### config.mk
export PLATFORM = sky130hd
export DESIGN_NAME = stream_mac_pe
export DESIGN_NICKNAME = d
export VERILOG_FILES = /design/src/rtl/pe_pkg.sv /design/src/rtl/pe_rst_sync.sv /design/src/rtl/pe_operand_split.sv /design/src/rtl/pe_mac_core.sv /design/src/rtl/pe_stream_gate.sv /design/src/rtl/stream_mac_pe.sv
export SDC_FILE = /design/constraint.sdc
export NUM_CORES = 1
export LEC_CHECK = 0
export CAP_MARGIN = 20
export CORE_UTILIZATION = 30
export CTS_CLUSTER_DIAMETER = 30
export CTS_CLUSTER_SIZE = 28
export DETAILED_ROUTE_END_ITERATION = 10
export SLEW_MARGIN = 20
export SYNTH_ARGS = -nofsm -noshare
export SYNTH_HDL_FRONTEND = slang
export SYNTH_SLANG_ARGS = --single-unit
export TNS_END_PERCENT = 10
### constraint.sdc
create_clock -name aclk -period 8.53 [get_ports aclk]
set_input_delay 0.853 -clock aclk [delete_from_list [all_inputs] [get_ports aclk]]
set_output_delay 0.853 -clock aclk [all_outputs]
set_load 0.01 [all_outputs]
### src/rtl/pe_pkg.sv
package pe_pkg;
  // Default widths shared by the block and its checker
  parameter int unsigned PE_OP_W    = 16;
  parameter int unsigned PE_RES_W   = 32;
  parameter int unsigned PE_SYNC_N  = 2;
  parameter int unsigned PE_N_OPS   = 3;

  // Field order inside the input beat
  typedef enum logic [1:0] {
    FLD_MCAND = 2'd0,
    FLD_MPLR  = 2'd1,
    FLD_ADDND = 2'd2
  } pe_field_e;
endpackage

### src/rtl/pe_rst_sync.sv
module pe_rst_sync #(
  parameter int unsigned STAGES = 2
) (
  input  logic clk,
  input  logic rst_n,
  output logic run
);
  logic [STAGES-1:0] sync_q;
  logic [STAGES-1:0] sync_d;

  generate
    if (STAGES == 1) begin : g_one
      always_comb sync_d = 1'b1;
    end else begin : g_chain
      always_comb sync_d = {sync_q[STAGES-2:0], 1'b1};
    end
  endgenerate

  always_ff @(posedge clk or negedge rst_n) begin
    if (!rst_n) sync_q <= '0;
    else        sync_q <= sync_d;
  end

  assign run = sync_q[STAGES-1];
endmodule

### src/rtl/pe_operand_split.sv
module pe_operand_split
  import pe_pkg::*;
#(
  parameter int unsigned OP_W = PE_OP_W
) (
  input  logic [PE_N_OPS*OP_W-1:0]    beat,
  output logic [PE_N_OPS-1:0][OP_W-1:0] ops
);
  generate
    for (genvar i = 0; i < PE_N_OPS; i++) begin : g_fld
      assign ops[i] = beat[i*OP_W +: OP_W];
    end
  endgenerate
endmodule

### src/rtl/pe_mac_core.sv
module pe_mac_core #(
  parameter int unsigned OP_W  = 16,
  parameter int unsigned RES_W = 32
) (
  input  logic signed [OP_W-1:0]  mcand,
  input  logic signed [OP_W-1:0]  mplr,
  input  logic signed [OP_W-1:0]  addnd,
  output logic        [RES_W-1:0] result
);
  localparam int unsigned PROD_W = 2 * OP_W;
  localparam int unsigned SUM_W  = PROD_W + 1;

  logic signed [PROD_W-1:0] prod;
  logic signed [SUM_W-1:0]  sum;

  always_comb begin
    prod = PROD_W'(mcand) * PROD_W'(mplr);
    sum  = SUM_W'(prod) + SUM_W'(addnd);
  end

  generate
    if (RES_W > SUM_W) begin : g_ext
      assign result = {{(RES_W-SUM_W){sum[SUM_W-1]}}, sum};
    end else if (RES_W == SUM_W) begin : g_eq
      assign result = sum;
    end else begin : g_trunc
      assign result = sum[RES_W-1:0];
    end
  endgenerate
endmodule

### src/rtl/pe_stream_gate.sv
module pe_stream_gate (
  input  logic enable,
  input  logic run,
  input  logic up_valid,
  input  logic up_last,
  input  logic dn_ready,
  output logic up_ready,
  output logic dn_valid,
  output logic dn_last
);
  logic pass;

  always_comb begin
    pass     = enable & run;
    dn_valid = up_valid & pass;
    up_ready = dn_ready & pass;
    dn_last  = up_last;
  end
endmodule

### src/rtl/stream_mac_pe.sv
module stream_mac_pe
  import pe_pkg::*;
#(
  parameter int unsigned OP_W        = PE_OP_W,
  parameter int unsigned RES_W       = PE_RES_W,
  parameter int unsigned SYNC_STAGES = PE_SYNC_N
) (
  input  logic                       aclk,
  input  logic                       aresetn,
  input  logic                       enable,
  input  logic [PE_N_OPS*OP_W-1:0]   s_axis_tdata,
  input  logic                       s_axis_tvalid,
  output logic                       s_axis_tready,
  input  logic                       s_axis_tlast,
  output logic [RES_W-1:0]           m_axis_tdata,
  output logic                       m_axis_tvalid,
  input  logic                       m_axis_tready,
  output logic                       m_axis_tlast
);
  logic                           run;
  logic [PE_N_OPS-1:0][OP_W-1:0]  ops;

  pe_rst_sync #(.STAGES(SYNC_STAGES)) u_sync (
    .clk   (aclk),
    .rst_n (aresetn),
    .run   (run)
  );

  pe_operand_split #(.OP_W(OP_W)) u_split (
    .beat (s_axis_tdata),
    .ops  (ops)
  );

  pe_mac_core #(.OP_W(OP_W), .RES_W(RES_W)) u_core (
    .mcand  (ops[FLD_MCAND]),
    .mplr   (ops[FLD_MPLR]),
    .addnd  (ops[FLD_ADDND]),
    .result (m_axis_tdata)
  );

  pe_stream_gate u_gate (
    .enable   (enable),
    .run      (run),
    .up_valid (s_axis_tvalid),
    .up_last  (s_axis_tlast),
    .dn_ready (m_axis_tready),
    .up_ready (s_axis_tready),
    .dn_valid (m_axis_tvalid),
    .dn_last  (m_axis_tlast)
  );
endmodule

==> metrics.txt <==
I/O Pins=89; final setup vio count=0; worst reg2reg startpoint=u_sync.sync_q[0]; # rows=67; Final period util=between 90% and 100%; Hold Crit Class=register to register; commonest non-fill, non-tap cell in the layout=inv_1; Fillers=around 3,400; vias=approximately 7,500; Hold Crit Depth=0; Initial Utilization=between 30% and 40%; clk_lat worst skew=approximately 0.22 ns; P&R area growth vs syn=20.1%; achievable frequency=approximately 0.12 GHz; max-cap violation count=0; commonest non-fill, non-tap cells in the layout=inv_1 (323), fa_1 (281), nand2_1 (131); crit end category=output port; Syn. warnings=0; syn nets=about 1,600; metal3 WL=roughly 710 um; CP Max Fanout=13; post-synthesis cell type count=44; n_diodes=0; wire per inst=14.4 um; mean cell area of the mapped netlist=approximately 9.2 um2; multi-input logic area=9010 um2; port bufs=between 80 and 90; core area=33,800 um2; DIE AREA=between 30,000 and 40,000 um2; r2r endpoint=u_sync.sync_q[1]; RSZ-0062 raised after global routing=true; Yosys reg bits=2; Rel. slew slack=between 60% and 70%; Die H=188 um; non-filler cells, final=between 1,500 and 2,000; run status=complete, no violations; EDFF count, synth=0; Synth async-reset ratio=between 90% and 100%; FF/Latch Area=~50 um2; HPWL Detailed=between 20 and 25 mm; Biggest register=u_sync.sync_q; Critical Path RT=7.68 ns; largest registers=u_sync.sync_q: 2 flops; DR vias/cell=4.38; DR iter-0 viols=~270; Routed Antenna Nets=0; GRT Total Usage=between 10 and 15%; Mapped Area=about 10,000 um2; top sig layer=met4; Nets=1,688; Fin Setup TNS=0 ns; Top FF cell, synth=dfrtp_1; gpl congestion=around 0.83; CP arrival=7.51 ns; Hold Crit Endpoint=u_sync.sync_q[1]; Max Transition Viols Final=0; Crit Path Class=input port to output port; crit path time final=between 8 and 9 ns; # hold bufs at CTS=0; die width=around 190 um; CTS Buf Count=3; CP startpoint kind=input port; Slew @ Worst Pin=0.578 ns; max FFs per register=2; clock sink count=2; vias in the first global route=roughly 8,400; Pre-antenna DRT Iters=5; r2r setup slk=about 8.1 ns; WL met1=11.3 mm; share of cells above drive strength 1=7.34%; skew final=roughly 0.0013 ns; initial antenna violation count=1; Reg2Reg Depth=0; drt drc=0; met2 WL=about 13 mm; Hold Vio Cnt, Final=0; largest net degree at the start of global routing=17; htree depth=1; TritonCTS clock tree=yes; register area share after synthesis=less than 1%; placed insts=about 1,700; WL final=between 20 and 25 mm; clock root buffer=clkbuf_16; Post-Syn Instances=1,133; grt ovf=0; hold path startpoint=u_sync.sync_q[0]; Clock Path Buffers=2; global-route wire length before repair=42.8 mm; Worst-path clk slew=0.03 ns
layer usage:
layer	global-route usage [%]	vias to the layer above
li1	-	3522
met1	20.9	3823
met2	26.1	147
met3	0.692	19
met4	1.59	0
met5	0	-
synth_stat cells (9+ instances only):
| master | number | area (um2) |
|---|---|---|
| inv_1 | 323 | 1210 |
| nand2_1 | 131 | 492 |
| clkbuf_1 | 32 | 120 |
| o21ai_0 | 12 | 60.1 |
| fa_1 | 281 | 5630 |
| a21o_1 | 9 | 67.6 |
| xnor2_1 | 27 | 236 |
| a21oi_1 | 16 | 80.1 |
| ha_1 | 84 | 1050 |
| nor2_1 | 26 | 97.6 |
| and2_1 | 120 | 751 |
| xor2_1 | 9 | 78.8 |
logic make-up after synthesis:
| kind of cell | count (synthesis) | synth area share, % |
|---|---|---|
| xor gates and xnor gates | 36 | 3.04 |
| buffers and inverters | 357 | 12.9 |
| and+or+nand+nor | 303 | 14.5 |
| AOI/OAI and AO/OA | 69 | 4.79 |
| DFF | 2 | 0.482 |
| other | 1 | 0.0361 |
| adders and majority gates | 365 | 64.3 |
worst max-delay path, stage by stage:
cell	delay, ns
clkdlybuf4s50_1	0.52
buf_4	0.24
and2_1	0.19
fa_1	0.53
inv_1	0.06
fa_1	0.53
inv_1	0.05
fa_1	0.52
fa_1	0.44
fa_1	0.49
inv_1	0.05
fa_1	0.43
inv_1	0.07
ha_1	0.26
a21oi_1	0.14
o21ai_2	0.24
nor4_1	0.08
o41a_1	0.42
o31a_4	0.13
o311a_2	0.42
a21oi_2	0.16
xnor2_1	0.13
clkdlybuf4s50_1	0.55
worst max path at each step:
| stage | startpoint | end | slack, ns |
|---|---|---|---|
| final | s_axis_tdata[5] | m_axis_tdata[31] | 0.17 |
| after global routing | s_axis_tdata[5] | m_axis_tdata[31] | -0.07 |
| after CTS | s_axis_tdata[18] | m_axis_tdata[31] | 0.009 |
| after detailed placement | s_axis_tdata[7] | m_axis_tdata[31] | -0.12 |
| after global placement | s_axis_tdata[7] | m_axis_tdata[31] | -0.10 |
| after floorplan | s_axis_tdata[17] | m_axis_tdata[31] | 1.12 |
cell type report:
type	count	share of cell area, %
Sequential cell	2	0.401
Clock buffer	3	0.601
Inverter	323	9.71
Multi-Input combinational cell	774	72.2
Tap cell	448	4.49
Timing Repair Buffer	165	12.6
metrics by stage:
| step | setup WS, ns | hold slack [ns] | cell area (um2) | utilization, % |
|---|---|---|---|---|
| detailed placement | -0.121 | 0.336 | 12400 | 36.6 |
| global placement | -0.103 | 0.342 | 12400 | 36.6 |
| global route | -0.0746 | 0.352 | 12500 | 36.9 |
| floorplan | 1.12 | 0.331 | 10400 | - |
| finish | 0.168 | 0.347 | 12500 | 36.9 |
| CTS | 0.00945 | 0.349 | 12400 | 36.8 |
repair_timing:
| item | in CTS | in global routing |
|---|---|---|
| setup endpoints to repair | 4 | 13 |
| resized for setup | 5 | 19 |
| endpoints found under the hold margin | 0 | 0 |
| buffers inserted | 0 | 0 |
| cloned | 0 | 0 |
Power is left out: the tool's default activity adds up to more than one toggle a clock period on the data nets, which glitch-free logic cannot reach.
